<file path="src/rtl/hb_pkg.sv">
package hb_pkg;

    typedef enum logic [1:0] {
        LEG_OFF  = 2'd0,
        LEG_LOW  = 2'd1,
        LEG_HIGH = 2'd2
    } leg_req_e;

    typedef enum logic [1:0] {
        SEQ_SLEEP = 2'd0,
        SEQ_WAKE  = 2'd1,
        SEQ_RUN   = 2'd2,
        SEQ_ZHOLD = 2'd3
    } seq_state_e;

    typedef enum logic [1:0] {
        DRV_IDLE = 2'd0,
        DRV_HIGH = 2'd1,
        DRV_LOW  = 2'd2
    } drv_state_e;

    typedef struct packed {
        logic enable;
        logic phase;
        logic slow;
        logic recirc_hi;
    } ctrl_t;

endpackage

</file>
<file path="src/rtl/hb_sync.sv">
module hb_sync #(
    parameter int unsigned WIDTH = 1
) (
    input  logic             clk,
    input  logic             rst_n,
    input  logic [WIDTH-1:0] d_i,
    output logic [WIDTH-1:0] q_o
);

    for (genvar i = 0; i < WIDTH; i++) begin : g_bit
        logic [1:0] stage;
        always_ff @(posedge clk or negedge rst_n) begin
            if (!rst_n) begin
                stage <= '0;
            end else begin
                stage <= {stage[0], d_i[i]};
            end
        end
        assign q_o[i] = stage[1];
    end

endmodule

</file>
<file path="src/rtl/hb_wake_timer.sv">
module hb_wake_timer #(
    parameter int unsigned WAKE_CYCLES = 1000
) (
    input  logic clk,
    input  logic rst_n,
    input  logic run_i,
    output logic done_o
);

    localparam int unsigned CW = $clog2(WAKE_CYCLES + 1);
    localparam logic [CW-1:0] LIMIT = CW'(WAKE_CYCLES);

    logic [CW-1:0] cnt;

    always_ff @(posedge clk or negedge rst_n) begin
        if (!rst_n) begin
            cnt <= '0;
        end else if (!run_i) begin
            cnt <= '0;
        end else if (cnt != LIMIT) begin
            cnt <= cnt + CW'(1);
        end
    end

    assign done_o = (cnt == LIMIT);

endmodule

</file>
<file path="src/rtl/hb_seq_fsm.sv">
module hb_seq_fsm
    import hb_pkg::*;
(
    input  logic     clk,
    input  logic     rst_n,
    input  logic     awake_i,
    input  logic     wake_done_i,
    input  ctrl_t    ctrl_i,
    input  logic     zero_cur_i,
    output leg_req_e leg_a_o,
    output leg_req_e leg_b_o,
    output logic     ready_o
);

    seq_state_e state;
    seq_state_e state_nxt;
    ctrl_t      held;
    logic       fast_decay;
    logic       zero_hit;

    assign fast_decay = !ctrl_i.enable && !ctrl_i.slow;
    assign zero_hit   = fast_decay && zero_cur_i;

    // Next-state logic
    always_comb begin
        state_nxt = state;
        unique case (state)
            SEQ_SLEEP: if (awake_i) state_nxt = SEQ_WAKE;
            SEQ_WAKE: begin
                if (!awake_i)        state_nxt = SEQ_SLEEP;
                else if (wake_done_i) state_nxt = SEQ_RUN;
            end
            SEQ_RUN: begin
                if (!awake_i)     state_nxt = SEQ_SLEEP;
                else if (zero_hit) state_nxt = SEQ_ZHOLD;
            end
            SEQ_ZHOLD: begin
                if (!awake_i)           state_nxt = SEQ_SLEEP;
                else if (ctrl_i != held) state_nxt = SEQ_RUN;
            end
            default: state_nxt = SEQ_SLEEP;
        endcase
    end

    // State register, with the control word captured on entry to ZHOLD
    always_ff @(posedge clk or negedge rst_n) begin
        if (!rst_n) begin
            state <= SEQ_SLEEP;
            held  <= '0;
        end else begin
            state <= state_nxt;
            if (state == SEQ_RUN && state_nxt == SEQ_ZHOLD) begin
                held <= ctrl_i;
            end
        end
    end

    // Output decode
    always_comb begin
        leg_a_o = LEG_OFF;
        leg_b_o = LEG_OFF;
        ready_o = 1'b0;
        unique case (state)
            SEQ_SLEEP, SEQ_WAKE: begin
                leg_a_o = LEG_OFF;
                leg_b_o = LEG_OFF;
            end
            SEQ_RUN: begin
                ready_o = 1'b1;
                if (ctrl_i.enable) begin
                    leg_a_o = ctrl_i.phase ? LEG_HIGH : LEG_LOW;
                    leg_b_o = ctrl_i.phase ? LEG_LOW  : LEG_HIGH;
                end else if (!ctrl_i.slow) begin
                    if (!zero_cur_i) begin
                        leg_a_o = ctrl_i.phase ? LEG_LOW  : LEG_HIGH;
                        leg_b_o = ctrl_i.phase ? LEG_HIGH : LEG_LOW;
                    end
                end else begin
                    leg_a_o = ctrl_i.recirc_hi ? LEG_HIGH : LEG_LOW;
                    leg_b_o = ctrl_i.recirc_hi ? LEG_HIGH : LEG_LOW;
                end
            end
            SEQ_ZHOLD: ready_o = 1'b1;
            default: ready_o = 1'b0;
        endcase
    end

endmodule

</file>
<file path="src/rtl/hb_leg_deadtime.sv">
module hb_leg_deadtime
    import hb_pkg::*;
#(
    parameter int unsigned DEAD_CYC = 4
) (
    input  logic     clk,
    input  logic     rst_n,
    input  leg_req_e req_i,
    output logic     hi_on_o,
    output logic     lo_on_o
);

    localparam int unsigned CW = $clog2(DEAD_CYC + 1);
    localparam logic [CW-1:0] GAP = CW'(DEAD_CYC);

    drv_state_e state;
    drv_state_e state_nxt;
    logic [CW-1:0] off_cnt;

    always_comb begin
        state_nxt = state;
        unique case (state)
            DRV_IDLE: begin
                if (off_cnt == GAP && req_i == LEG_HIGH)     state_nxt = DRV_HIGH;
                else if (off_cnt == GAP && req_i == LEG_LOW) state_nxt = DRV_LOW;
            end
            DRV_HIGH: if (req_i != LEG_HIGH) state_nxt = DRV_IDLE;
            DRV_LOW:  if (req_i != LEG_LOW)  state_nxt = DRV_IDLE;
            default:  state_nxt = DRV_IDLE;
        endcase
    end

    always_ff @(posedge clk or negedge rst_n) begin
        if (!rst_n) begin
            state   <= DRV_IDLE;
            off_cnt <= GAP;
        end else begin
            state <= state_nxt;
            if (state_nxt == DRV_IDLE) begin
                if (state != DRV_IDLE) begin
                    off_cnt <= CW'(1);
                end else if (off_cnt != GAP) begin
                    off_cnt <= off_cnt + CW'(1);
                end
            end
        end
    end

    always_comb begin
        hi_on_o = 1'b0;
        lo_on_o = 1'b0;
        unique case (state)
            DRV_IDLE: ;
            DRV_HIGH: hi_on_o = 1'b1;
            DRV_LOW:  lo_on_o = 1'b1;
            default:  ;
        endcase
    end

endmodule

</file>
<file path="src/rtl/hbridge_ctrl_seq.sv">
module hbridge_ctrl_seq
    import hb_pkg::*;
#(
    parameter int unsigned CLK_HZ   = 50_000_000,
    parameter int unsigned DEAD_CYC = 4
) (
    input  logic clk,
    input  logic rst_n,
    input  logic nsleep_i,
    input  logic phase_i,
    input  logic enable_i,
    input  logic decay_slow_i,
    input  logic recirc_high_i,
    input  logic zero_cur_i,
    output logic a_hi_o,
    output logic a_lo_o,
    output logic b_hi_o,
    output logic b_lo_o,
    output logic ready_o
);

    localparam int unsigned WAKE_CYCLES = CLK_HZ / 1000;
    localparam int unsigned N_PINS      = 6;
    localparam int unsigned N_LEGS      = 2;

    logic [N_PINS-1:0] pins_raw;
    logic [N_PINS-1:0] pins_s;
    ctrl_t             ctrl_s;
    logic              wake_done;
    leg_req_e          leg_req [N_LEGS];
    logic              hi_on   [N_LEGS];
    logic              lo_on   [N_LEGS];

    assign pins_raw = {nsleep_i, enable_i, phase_i, decay_slow_i, recirc_high_i, zero_cur_i};

    hb_sync #(.WIDTH(N_PINS)) sync_i (
        .clk   (clk),
        .rst_n (rst_n),
        .d_i   (pins_raw),
        .q_o   (pins_s)
    );

    assign ctrl_s.enable    = pins_s[4];
    assign ctrl_s.phase     = pins_s[3];
    assign ctrl_s.slow      = pins_s[2];
    assign ctrl_s.recirc_hi = pins_s[1];

    hb_wake_timer #(.WAKE_CYCLES(WAKE_CYCLES)) wake_i (
        .clk    (clk),
        .rst_n  (rst_n),
        .run_i  (pins_s[5]),
        .done_o (wake_done)
    );

    hb_seq_fsm seq_i (
        .clk         (clk),
        .rst_n       (rst_n),
        .awake_i     (pins_s[5]),
        .wake_done_i (wake_done),
        .ctrl_i      (ctrl_s),
        .zero_cur_i  (pins_s[0]),
        .leg_a_o     (leg_req[0]),
        .leg_b_o     (leg_req[1]),
        .ready_o     (ready_o)
    );

    for (genvar g = 0; g < N_LEGS; g++) begin : g_leg
        hb_leg_deadtime #(.DEAD_CYC(DEAD_CYC)) leg_i (
            .clk     (clk),
            .rst_n   (rst_n),
            .req_i   (leg_req[g]),
            .hi_on_o (hi_on[g]),
            .lo_on_o (lo_on[g])
        );
    end

    assign a_hi_o = hi_on[0];
    assign a_lo_o = lo_on[0];
    assign b_hi_o = hi_on[1];
    assign b_lo_o = lo_on[1];

endmodule

</file>
<file path="config.mk">
export PLATFORM = sky130hd
export DESIGN_NAME = hbridge_ctrl_seq
export DESIGN_NICKNAME = d
export VERILOG_FILES = /design/src/rtl/hb_pkg.sv /design/src/rtl/hb_sync.sv /design/src/rtl/hb_wake_timer.sv /design/src/rtl/hb_seq_fsm.sv /design/src/rtl/hb_leg_deadtime.sv /design/src/rtl/hbridge_ctrl_seq.sv
export SDC_FILE = /design/constraint.sdc
export NUM_CORES = 1
export LEC_CHECK = 0
export BUFFER_PORTS_ARGS = -buffer_cell sky130_fd_sc_hd__buf_2
export CAP_MARGIN = 20
export CORE_MARGIN = 8
export CORE_UTILIZATION = 35
export CTS_CLUSTER_DIAMETER = 60
export DETAILED_ROUTE_END_ITERATION = 7
export PLACE_DENSITY_LB_ADDON = 0.25
export REMOVE_ABC_BUFFERS = 1
export SETUP_SLACK_MARGIN = 0.4
export SLEW_MARGIN = 20
export SYNTH_ARGS = -nofsm -noshare
export SYNTH_HDL_FRONTEND = slang
export SYNTH_HIERARCHICAL = 1
export SYNTH_SLANG_ARGS = --single-unit
</file>
<file path="constraint.sdc">
create_clock -name clk -period 1.95 [get_ports clk]
set_clock_uncertainty 0.15 [all_clocks]
set_input_delay 0 -clock clk [delete_from_list [all_inputs] [get_ports clk]]
set_output_delay 0 -clock clk [all_outputs]
set_load 0.02 [all_outputs]
</file>
======== Word-level counts from Yosys, hierarchy flattened ========
Index checks and enable logic that the tools add are counted.
operators by class
  muxes and demuxes ....................... 40
  divide/modulo/power cells ............... 0
  order comparisons ....................... 0
  bitwise operators ....................... 0
  shift operators ......................... 0
  eq/ne operators ......................... 24
  multipliers ............................. 0
  $add $sub $neg .......................... 3
  reduce and logical (&&, ||, !) cells .... 21
operators by type and width
  operator                                                               number
  2-bit two-way mux                                                      26
  16-bit two-way mux                                                     2
  16-bit by 1-bit adder with 16-bit output, second input constant        1
  16-bit equality test, second input constant                            1
  16-bit != test, second input constant                                  1
  2-bit equality test, second input constant                             7
  3-bit two-way mux                                                      4
  2-bit one-hot mux with 3 select lines                                  2
  2-bit by 1-bit equality test with 1-bit output, second input constant  5
  2-bit logical NOT                                                      5
  2-bit one-hot mux with 4 select lines                                  1
  2-bit nonzero test                                                     4
  1-bit logical AND                                                      7
  3-bit by 1-bit adder with 3-bit output, second input constant          2
  3-bit equality test, second input constant                             2
  2-bit by 1-bit != test with 1-bit output, second input constant        3
  3-bit != test, second input constant                                   2
  1-bit two-way mux                                                      5
  2-bit != test, second input constant                                   2
  4-bit != test                                                          1
  2-bit AND reduction                                                    2
  1-bit logical NOT                                                      2
  2-bit OR reduction                                                     1
storage, ports and cells
  memories kept ........................... 0
  RAM bits ................................ 0
  output and inout bits ................... 5
  bits in registers ....................... 44
  bits in read-only memories .............. 0
  bits in latches ......................... 0
  word-level logic and storage cells ...... 104
  input port bits ......................... 8

======== Logic depth before layout (Yosys ltp) ========
Gate-level depths: netlist (run 1).
  depth after elaboration ................. 12
  mapped depth ............................ 7
  mapped depth without buffers ............ 7

======== Hierarchy ========
Netlist (run 1), hierarchy kept.
modules (own cells, without submodules)
  module           times used  area each (um^2)  cells an instance  seq. area each (um^2)
  hb_wake_timer    1           885.8             88                 400.4
  hb_leg_deadtime  2           296.5             27                 126.4
  hb_seq_fsm       1           367.9             37                 150.1
  hb_sync          1           345.3             18                 300.3

======== Worst setup path before layout (run 1) ========
Ideal clock, no wire load.
  path type ............................... register to register
  from .................................... register sync_i.g_bit[2].stage[1]
  to ...................................... register g_leg[1].leg_i.off_cnt[2]
  required time ........................... 1723 ps
  period minus slack after synthesis ...... 2070 ps
  path buffers ............................ 1
  cell stages (with the launch flop) ...... 7
  setup time .............................. 77 ps
  path slack .............................. -120 ps
  arrival time ............................ 1843 ps
  cell sequence ........................... dfrtp_1 > buf_4 > or4_1 > a31oi_1 > and4bb_1 > a211o_1 > a21o_1
RTL lines
  item                    RTL line               source
  from (decl)             hb_sync.sv:11          logic [1:0] stage;
  from (signal assigned)  hb_sync.sv:16          stage <= {stage[0], d_i[i]};
  to (signal assigned)    hb_leg_deadtime.sv:43  off_cnt <= off_cnt + CW'(1);
  to (decl)               hb_leg_deadtime.sv:18  logic [CW-1:0] off_cnt;

==> impl_metrics.yaml, run 1 <==
drt:
  via_count: 1587
  first_pass_iters: 4
  routed_wl_mm: 4.36
  first_iter_violations: 37
  vias_per_cell: 4.88
  wl_per_cell_um: 13.4
  final_antenna_net_count: 0
  drc: 0
sta:
  setup_viol: 6
  fmax_mhz: 493
  worst_slack_ns: -0.0794
  timing.hold.ws_ns: 0.0504
  min_period_ns: 2.03
  drv_slew: 0
  hold_viol_final: 0
  tightest_slew_ns: 0.492
  timing.final.crit_share: 1.04
  slew_headroom: 0.672
  rsz0062_at_grt: "true"
grt:
  grt_pass1_wl_mm: 7.25
  grt_overflow: 0
  gr-usage-met3: 0.0268
  antenna_found_initial: 0
  met1_usage: 0.125
  grt.busiest_layer: "met2"
  use_met2: 0.158
  grtUsageTotal: 0.101
  grt_pass1_vias: 1602
  grt_max_degree: 26
setup_path:
  crit_chain: "or4b_4, a31oi_4, and4bb_1, a211o_1, a21o_1"
  critical_path_class: "reg -> reg"
  cp_slowest_cell: "or4b_4"
  cp.arrival_ns: 2.11
  slowest_delay_ns: 0.58
  cp_max_fo: 4
  required_ns: 2.03
  end_kind: "flop"
  ff2ff_path_depth: 5
  cp-start-kind: "flop"
finish:
  drive_above_1_share: 0.415
  diodes: 0
  final_nets: 261
  syn_to_final_growth_pct: 39.8
  stdcell_area_um2: 3060
  layout_common_cells: "42 x dfrtp_1, 23 x buf_4, 13 x nand2_1"
  stdcell_count: 325
  final_common_cell: "dfrtp_1"
yosys:
  yosysWarnings: 6
  synth-seq-cells: 44
  synthArstFlopShare: 1.00
  synth.distinct_cells: 48
  postSynthAreaPerCell_um2: 11.1
  synth_enable_flop_cells: 0
  synthFlopType: "dfrtp_1"
  yosysSeqAreaShare: 0.503
  syn_inst: 197
  syn-cell-area_um2: 2190
power:
  switchingPower_mw: 0.399
  powerDensity_nw_per_um2: 580
  irDropWorstVdd_uv: 406
  pwr-share-seq: 0.532
  p_comb_frac: 0.078
  switching_share: 0.224
  clkPwrFrac: 0.390
  power_mw: 1.78
  static-leakage-power_nw: 1.45
  p_int_mw: 1.38
floorplanning:
  die_w_um: 95.1
  die-area_um2: 9050
  io-pin-count: 13
  core_area_um2: 6200
  row_count: 29
  start_util: 0.353
  fp.dieH_um: 95.1
clock_tree:
  insertion_delay_ns: 0.29
  tritoncts: "built"
  clock-sinks: 44
  cts_root_buffer: "clkbuf_8"
  clkTransAtPathRegs_ns: 0.08
  cts_buffer_depth: 2
  numCtsBuffers: 5
  htree_num_levels: 2
hold_path:
  hold_path_class: "in -> async"
job:
  cap_violations: 0
placed_design:
  io_buffers: 12
  place_congestion: 0.785
  place_ws_ns: -0.0975
  dp_hpwl_mm: 2.65
  dp.cells: 294
  placed_area_um2: 2430
run_status:
  violations: "setup timing"
  status: "finished, violations left"
## path summary, 6_finish.rpt
check,startpoint,to,slack [ns]
setup / recovery,sync_i/g_bit[2].stage[1],g_leg[0].leg_i/off_cnt[2],-0.08
min in group clk,nsleep_i,sync_i/g_bit[5].stage[0],0.19
hold reg to reg,sync_i/g_bit[0].stage[0],sync_i/g_bit[0].stage[1],0.20
hold / removal,rst_n,sync_i/g_bit[1].stage[0],0.05
setup reg to reg,sync_i/g_bit[2].stage[1],g_leg[0].leg_i/off_cnt[2],-0.08
max in group asynchronous,rst_n,sync_i/g_bit[5].stage[1],1.10
## metal layers
metal	vias up	wire length, µm	part of all wire
li1	785	-	-
met1	776	1990	0.46
met2	21	2140	0.49
met3	5	151	0.035
met4	0	74	0.017
met5	-	0	0
## metrics by stage
stage / setup TNS (ns) / utilization
2_1_floorplan: -0.175 / -
3_3_place_gp: -0.288 / 0.392
3_5_place_dp: -0.380 / 0.392
4_1_cts: -0.278 / 0.459
5_1_grt: -0.879 / 0.494
6_report: -0.271 / 0.494
## kinds of logic (layout without fill, tap and decap cells)
family,after synthesis,after routing,share of synthesized area
buf+inv,18,69,0.0411
fa+ha+maj,6,6,0.0342
xor+xnor,15,15,0.0599
mux,6,6,0.0285
simple gates,82,82,0.252
flops,44,44,0.503
compound gates,26,26,0.0805
## Yosys cell counts, drive strengths merged (3+ instances only)
cell type / number / area (µm²)
and4bb: 5 / 62.6
mux2i: 4 / 40.0
inv: 9 / 33.8
nor3b: 3 / 22.5
ha: 6 / 75.1
nand2b: 5 / 31.3
xor2: 6 / 52.6
o21ai: 4 / 20.0
a31oi: 4 / 25.0
a211o: 4 / 37.5
nor4: 4 / 40.0
buf: 6 / 45.0
a21boi: 3 / 22.5
nor2b: 6 / 37.5
and2: 9 / 56.3
a21oi: 5 / 25.0
nand2: 15 / 56.3
and2b: 4 / 37.5
xnor2: 9 / 78.8
nor3: 6 / 30.0
clkbuf: 3 / 11.3
dfrtp: 42 / 1050
nand3: 9 / 45.0
## power groups by stage
stage               clock [mW]  combinational (mW)  sequential (mW)
floorplan                    0              0.0266            0.965
global placement             0              0.0763            0.964
detailed placement           0              0.0770            0.964
CTS                      0.711               0.120            0.944
global route             0.755               0.152            0.949
finish                   0.693               0.139            0.945
## worst max-delay path: cells and delay by family (launching register included)
| family | cells | cell delay (ns) |
|---|---|---|
| flip-flops | 1 | 0.41 |
| AND/OR/NAND/NOR | 2 | 0.79 |
| AO/OA/AOI/OAI | 3 | 0.62 |
## repair_timing
action / CTS / global route
endpoints found under the hold margin: 50 / 0
setup buffers: 10 / 6
hold buffers: 7 / 0
pin swaps: 12 / 8
endpoints found under the setup margin: 26 / 28
gates resized for setup: 31 / 34
## state kept, by name, indices dropped and copies added (netlist names)
register             count
g_leg.leg_i/off_cnt      6
g_leg.leg_i/state        4
seq_i/held               4
seq_i/state              2
sync_i/g_bit.stage      12
wake_i/cnt              16
## final cells by class
type | count | area [µm²]
fillers | 510 | 3140
multi-input cells | 135 | 1290
flip-flops and latches | 44 | 1100
repair buffers | 52 | 428
well taps | 77 | 96.3
clock buffers | 5 | 68.8
clock inverters | 3 | 42.5
inverters | 9 | 33.8
Power figures use the tool's default switching activity.
==> run 2: changes to the inputs <==
--- a/config.mk
+++ b/config.mk
@@ -7,11 +7,13 @@
 export LEC_CHECK = 0
 export BUFFER_PORTS_ARGS = -buffer_cell sky130_fd_sc_hd__buf_2
 export CAP_MARGIN = 20
+export CELL_PAD_IN_SITES_DETAIL_PLACEMENT = 1
+export CELL_PAD_IN_SITES_GLOBAL_PLACEMENT = 2
 export CORE_MARGIN = 8
 export CORE_UTILIZATION = 35
 export CTS_CLUSTER_DIAMETER = 60
 export DETAILED_ROUTE_END_ITERATION = 7
-export PLACE_DENSITY_LB_ADDON = 0.25
+export PLACE_DENSITY_LB_ADDON = 0.12
 export REMOVE_ABC_BUFFERS = 1
 export SETUP_SLACK_MARGIN = 0.4
 export SLEW_MARGIN = 20
==> run 2 against run 1 <==
- the flow still finishes with violations (setup timing)
- maximum frequency is 0.57% lower
- sequential share of layout area hardly changed
- total power increased by 2.4%
- wire length up 27%
- worst hold slack gained 0.12 ns
- non-clock buffer count rose by 7
- utilization is 0.16 points higher
- flip-flop and latch count is the same
- via count rose by 5.5%
- critical path type unchanged
- critical endpoint is now g_leg[1].leg_i/off_cnt[2]
==> impl_metrics.yaml, run 2 (synthesized netlist as in run 1, its figures left out) <==
run_status:
  status: "finished, violations left"
  violations: "setup timing"
clock_tree:
  htree_num_levels: 2
  clkTransAtPathRegs_ns: 0.09
  cts_buffer_depth: 2
  clock-sinks: 44
  cts_root_buffer: "clkbuf_8"
  insertion_delay_ns: 0.30
  numCtsBuffers: 5
  tritoncts: "built"
finish:
  drive_above_1_share: 0.435
  utilization: 0.495
  diodes: 0
  stdcell_area_um2: 3070
  final_nets: 268
  largest_registers: "wake_i/cnt (16), sync_i/g_bit.stage (12), g_leg.leg_i/off_cnt (6)"
  final_common_cell: "dfrtp_1"
  top_register: "wake_i/cnt"
  layout_common_cells: "38 x dfrtp_1, 31 x buf_4, 12 x nand2_1, 12 x buf_2"
  largest_reg_flops: 16
  syn_to_final_growth_pct: 40.2
setup_path:
  cp_max_fo: 4
  required_ns: 2.03
  end_kind: "flop"
  cp-startpoint: "sync_i/g_bit[2].stage[1]"
  cp.arrival_ns: 2.12
  ff2ff_path_depth: 5
  critical_path_class: "reg -> reg"
  r2r_slack_ns: -0.09
  cp-start-kind: "flop"
  reg2reg_to: "g_leg[1].leg_i/off_cnt[2]"
  crit_end: "g_leg[1].leg_i/off_cnt[2]"
  r2r_start: "sync_i/g_bit[2].stage[1]"
drt:
  routed_wl_mm: 5.52
  vias_per_cell: 5.04
  via_count: 1674
  wl_per_cell_um: 16.6
  final_antenna_net_count: 0
  first_pass_iters: 4
  first_iter_violations: 47
  drc: 0
sta:
  fmax_mhz: 490
  hold_viol_final: 0
  timing.final.crit_share: 1.05
  rsz0062_at_grt: "true"
  min_period_ns: 2.04
  setup_viol: 7
  worst_slack_ns: -0.0911
  slew_headroom: 0.614
  drv_slew: 0
  tightest_slew_ns: 0.579
floorplanning:
  die_w_um: 95.1
  fp.dieH_um: 95.1
  row_count: 29
  die-area_um2: 9050
  core_area_um2: 6200
  start_util: 0.353
  io-pin-count: 13
power:
  powerDensity_nw_per_um2: 592
  static-leakage-power_nw: 1.44
  irDropWorstVdd_uv: 325
grt:
  grt_max_degree: 45
  grt_pass1_vias: 1882
  antenna_found_initial: 0
  grt_overflow: 0
  grtUsageTotal: 0.131
  grt_pass1_wl_mm: 9.23
hold_path:
  hold_path_class: "in -> async"
job:
  cap_violations: 0
placed_design:
  placed_area_um2: 2450
  dp_hpwl_mm: 3.50
  io_buffers: 12
  place_ws_ns: -0.107
  place_congestion: 0.718
run 2: changes by cell type in the layout (fill, tap and decap cells not counted), moves of 2 or more:
cell	delta
buf_4	+8
dfrtp_1	-4
dfrtp_2	+4
nor3_2	+3
nor3_4	-3
nor3b_2	-2
run 2: worst min path at each step:
stage / startpoint / end / slack [ns] / depth (start not counted)
after floorplan: rst_n / g_leg[0].leg_i/off_cnt[0] / -0.45 / 0
after global placement: rst_n / g_leg[0].leg_i/off_cnt[1] / -0.04 / 2
after detailed placement: phase_i / sync_i/g_bit[3].stage[0] / -0.04 / 1
after CTS: rst_n / g_leg[0].leg_i/off_cnt[1] / 0.17 / 3
after global routing: recirc_high_i / sync_i/g_bit[1].stage[0] / 0.18 / 2
final: rst_n / g_leg[0].leg_i/off_cnt[1] / 0.17 / 3
run 2: metrics by stage:
step                cells  setup TNS [ns]  total power, mW  hold slack, ns
floorplan             188          -0.175            0.991          -0.446
global placement      298          -0.210             1.04         -0.0417
detailed placement    298          -0.498             1.05         -0.0402
CTS                   326          -0.269             1.84           0.172
global route          332           -1.08             1.89           0.180
finish                332          -0.388             1.82           0.167
run 2: where the power goes:
| group | total (mW) | internal [mW] | switching [mW] | leakage (nW) |
|---|---|---|---|---|
| Combinational | 0.144 | 0.0723 | 0.0717 | 0.814 |
| Clock | 0.729 | 0.386 | 0.343 | 0.0548 |
| Sequential | 0.947 | 0.931 | 0.0154 | 0.569 |
| Total | 1.82 | 1.39 | 0.430 | 1.44 |
run 2: critical path: stages (launching register included):
cell and delay (ns):
dfrtp_1 0.42, or4_4 0.55, a31oi_4 0.15, and4bb_1 0.20, a211o_1 0.31, a21o_1 0.19
run 2: per-layer routing:
| metal | global-route usage | vias up | routed length (µm) |
|---|---|---|---|
| met5 | 0 | - | 0 |
| met4 | 0.0442 | 0 | 60 |
| met3 | 0.0268 | 5 | 104 |
| met2 | 0.246 | 9 | 3080 |
| met1 | 0.143 | 863 | 2270 |
| li1 | - | 797 | - |
run 2: timing repair:
item,4_1_cts,5_1_grt
endpoints found under the hold margin,49,0
gates resized for setup,48,15
setup buffers,13,6
endpoints found under the setup margin,27,28
pin swaps,18,11
hold buffers,7,0
run 2: layout make-up:
| class | instances | area, µm² |
|---|---|---|
| fill | 669 | 3130 |
| tap | 77 | 96.3 |
| clock buffer | 5 | 68.8 |
| timing repair buffer | 59 | 464 |
| clock inverter | 3 | 46.3 |
| sequential | 44 | 1110 |
| inverter | 9 | 33.8 |
| multi-input combinational | 135 | 1260 |
==> run 3: changes to the inputs <==
==> constraint.sdc (replaced) <==
create_clock -name clk -period 1.7 [get_ports clk]
set_clock_uncertainty 0.15 [all_clocks]
set_input_delay 0 -clock clk [delete_from_list [all_inputs] [get_ports clk]]
set_output_delay 0 -clock clk [all_outputs]
set_load 0.02 [all_outputs]
==> run 3 against run 2 <==
- die area stayed put
- count of clock-buffer cells in the layout stayed put
- sequential share of layout area is 2.4 points lower
- non-clock buffer count is 17 higher
- total power is 15% higher
- highest routed layer unchanged
- flip-flop and latch count stayed put
- combinational power is 25% higher
- the flow still finishes with violations (setup timing)
==> impl_metrics.yaml, run 3 (synthesized netlist as in run 1, its figures left out) <==
sta:
  drv_slew: 0
  slew_headroom: 0.723
  setup_viol: 24
  timing.final.crit_share: 1.18
  tightest_slew_ns: 0.416
  hold_viol_final: 0
  fmax_mhz: 497
  timing.hold.ws_ns: 0.106
  setup_tns_ns: -3.56
  rsz0062_at_grt: "true"
  min_period_ns: 2.01
  worst_slack_ns: -0.313
clock_tree:
  numCtsBuffers: 5
  htree_num_levels: 2
  clock-sinks: 44
  cts_buffer_depth: 2
  cts_root_buffer: "clkbuf_8"
  tritoncts: "built"
  clkTransAtPathRegs_ns: 0.09
  insertion_delay_ns: 0.30
floorplanning:
  row_count: 29
  io-pin-count: 13
  start_util: 0.353
  die_w_um: 95.1
  fp.dieH_um: 95.1
  core_area_um2: 6200
  die-area_um2: 9050
grt:
  grt_overflow: 0
  grt_pass1_vias: 1940
  antenna_found_initial: 0
  grtUsageTotal: 0.138
  grt_max_degree: 24
  grt_pass1_wl_mm: 9.58
setup_path:
  cp_slowest_cell: "or4_4"
  cp_num_buf_inv: 0
  r2r_slack_ns: -0.31
  required_ns: 1.79
  critical_path_class: "reg -> reg"
  slowest_delay_ns: 0.58
  cp.arrival_ns: 2.10
  end_kind: "flop"
  crit_chain: "or4_4, a31oi_4, and4bb_1, a211o_1, a21o_1"
  critical-path-top-delay-family: "simple AND/OR/NAND/NOR gates"
  cp_max_fo: 3
  cp-start-kind: "flop"
hold_path:
  hold_path_class: "in -> async"
drt:
  via_count: 1739
  vias_per_cell: 4.98
  drc: 0
  first_pass_iters: 4
  first_iter_violations: 45
  routed_wl_mm: 6.07
  wl_per_cell_um: 17.4
  final_antenna_net_count: 0
finish:
  final_common_cell: "buf_4"
  stdcell_area_um2: 3290
  largest_registers: "wake_i/cnt (16), sync_i/g_bit.stage (12), g_leg.leg_i/off_cnt (6)"
  top_register: "wake_i/cnt"
  syn_to_final_growth_pct: 50.3
  largest_reg_flops: 16
  diodes: 0
  drive_above_1_share: 0.489
  final_nets: 285
  layout_common_cells: "43 x buf_4, 38 x dfrtp_1, 15 x buf_6"
placed_design:
  io_buffers: 12
  dp_hpwl_mm: 3.80
  place_congestion: 0.731
  place_ws_ns: -0.382
  placed_area_um2: 2550
power:
  static-leakage-power_nw: 1.60
  powerDensity_nw_per_um2: 637
  irDropWorstVdd_uv: 376
job:
  cap_violations: 0
run_status:
  status: "finished, violations left"
  violations: "setup timing"
==> run 3: timing repair <==
action	in CTS	in global routing
setup buffers	13	8
endpoints found under the hold margin	50	0
pin swaps	29	12
endpoints found under the setup margin	35	44
hold buffers	8	0
gates resized for setup	66	17
==> run 3: power breakdown <==
group          switching, mW  leakage (nW)  internal, mW
Clock                  0.394        0.0548         0.443
Combinational         0.0910         0.974        0.0894
Sequential            0.0146         0.569          1.07
==> run 3: cell type report <==
class / count / area, µm²
repair buffers: 76 / 634
multi-input cells: 135 / 1310
inverters: 9 / 33.8
well taps: 77 / 96.3
fillers: 644 / 2910
flip-flops and latches: 44 / 1110
clock buffers: 5 / 68.8
clock inverters: 3 / 46.3
==> run 3: path summary, 6_finish.rpt <==
check / startpoint / end / cells after the start
setup / recovery: sync_i/g_bit[3].stage[1] / g_leg[1].leg_i/off_cnt[2] / 5
max in group asynchronous: rst_n / g_leg[0].leg_i/state[0] / 3
min in group clk: nsleep_i / sync_i/g_bit[5].stage[0] / 2
setup reg to reg: sync_i/g_bit[3].stage[1] / g_leg[1].leg_i/off_cnt[2] / 5
hold / removal: rst_n / g_leg[1].leg_i/off_cnt[2] / 2
hold reg to reg: sync_i/g_bit[5].stage[0] / sync_i/g_bit[5].stage[1] / 0
==> run 3: metal layers <==
layer,vias up,part of all wire,track usage
li1,834,-,-
met4,0,0.012,0.0494
met2,19,0.59,0.271
met5,-,0,0
met3,8,0.025,0.0331
met1,878,0.37,0.136
==> run 3: worst register-to-register path, cell delays in order (launching register included) <==
cell,delay [ns]
dfrtp_1,0.40
or4_4,0.58
a31oi_4,0.15
and4bb_1,0.21
a211o_1,0.27
a21o_1,0.19
==> run 3: metrics by stage <==
step	utilization	power (mW)	cells
2_1_floorplan	-	1.14	188
3_3_place_gp	0.412	1.22	312
3_5_place_dp	0.412	1.22	312
4_1_cts	0.508	2.11	341
5_1_grt	0.531	2.19	349
6_report	0.531	2.10	349
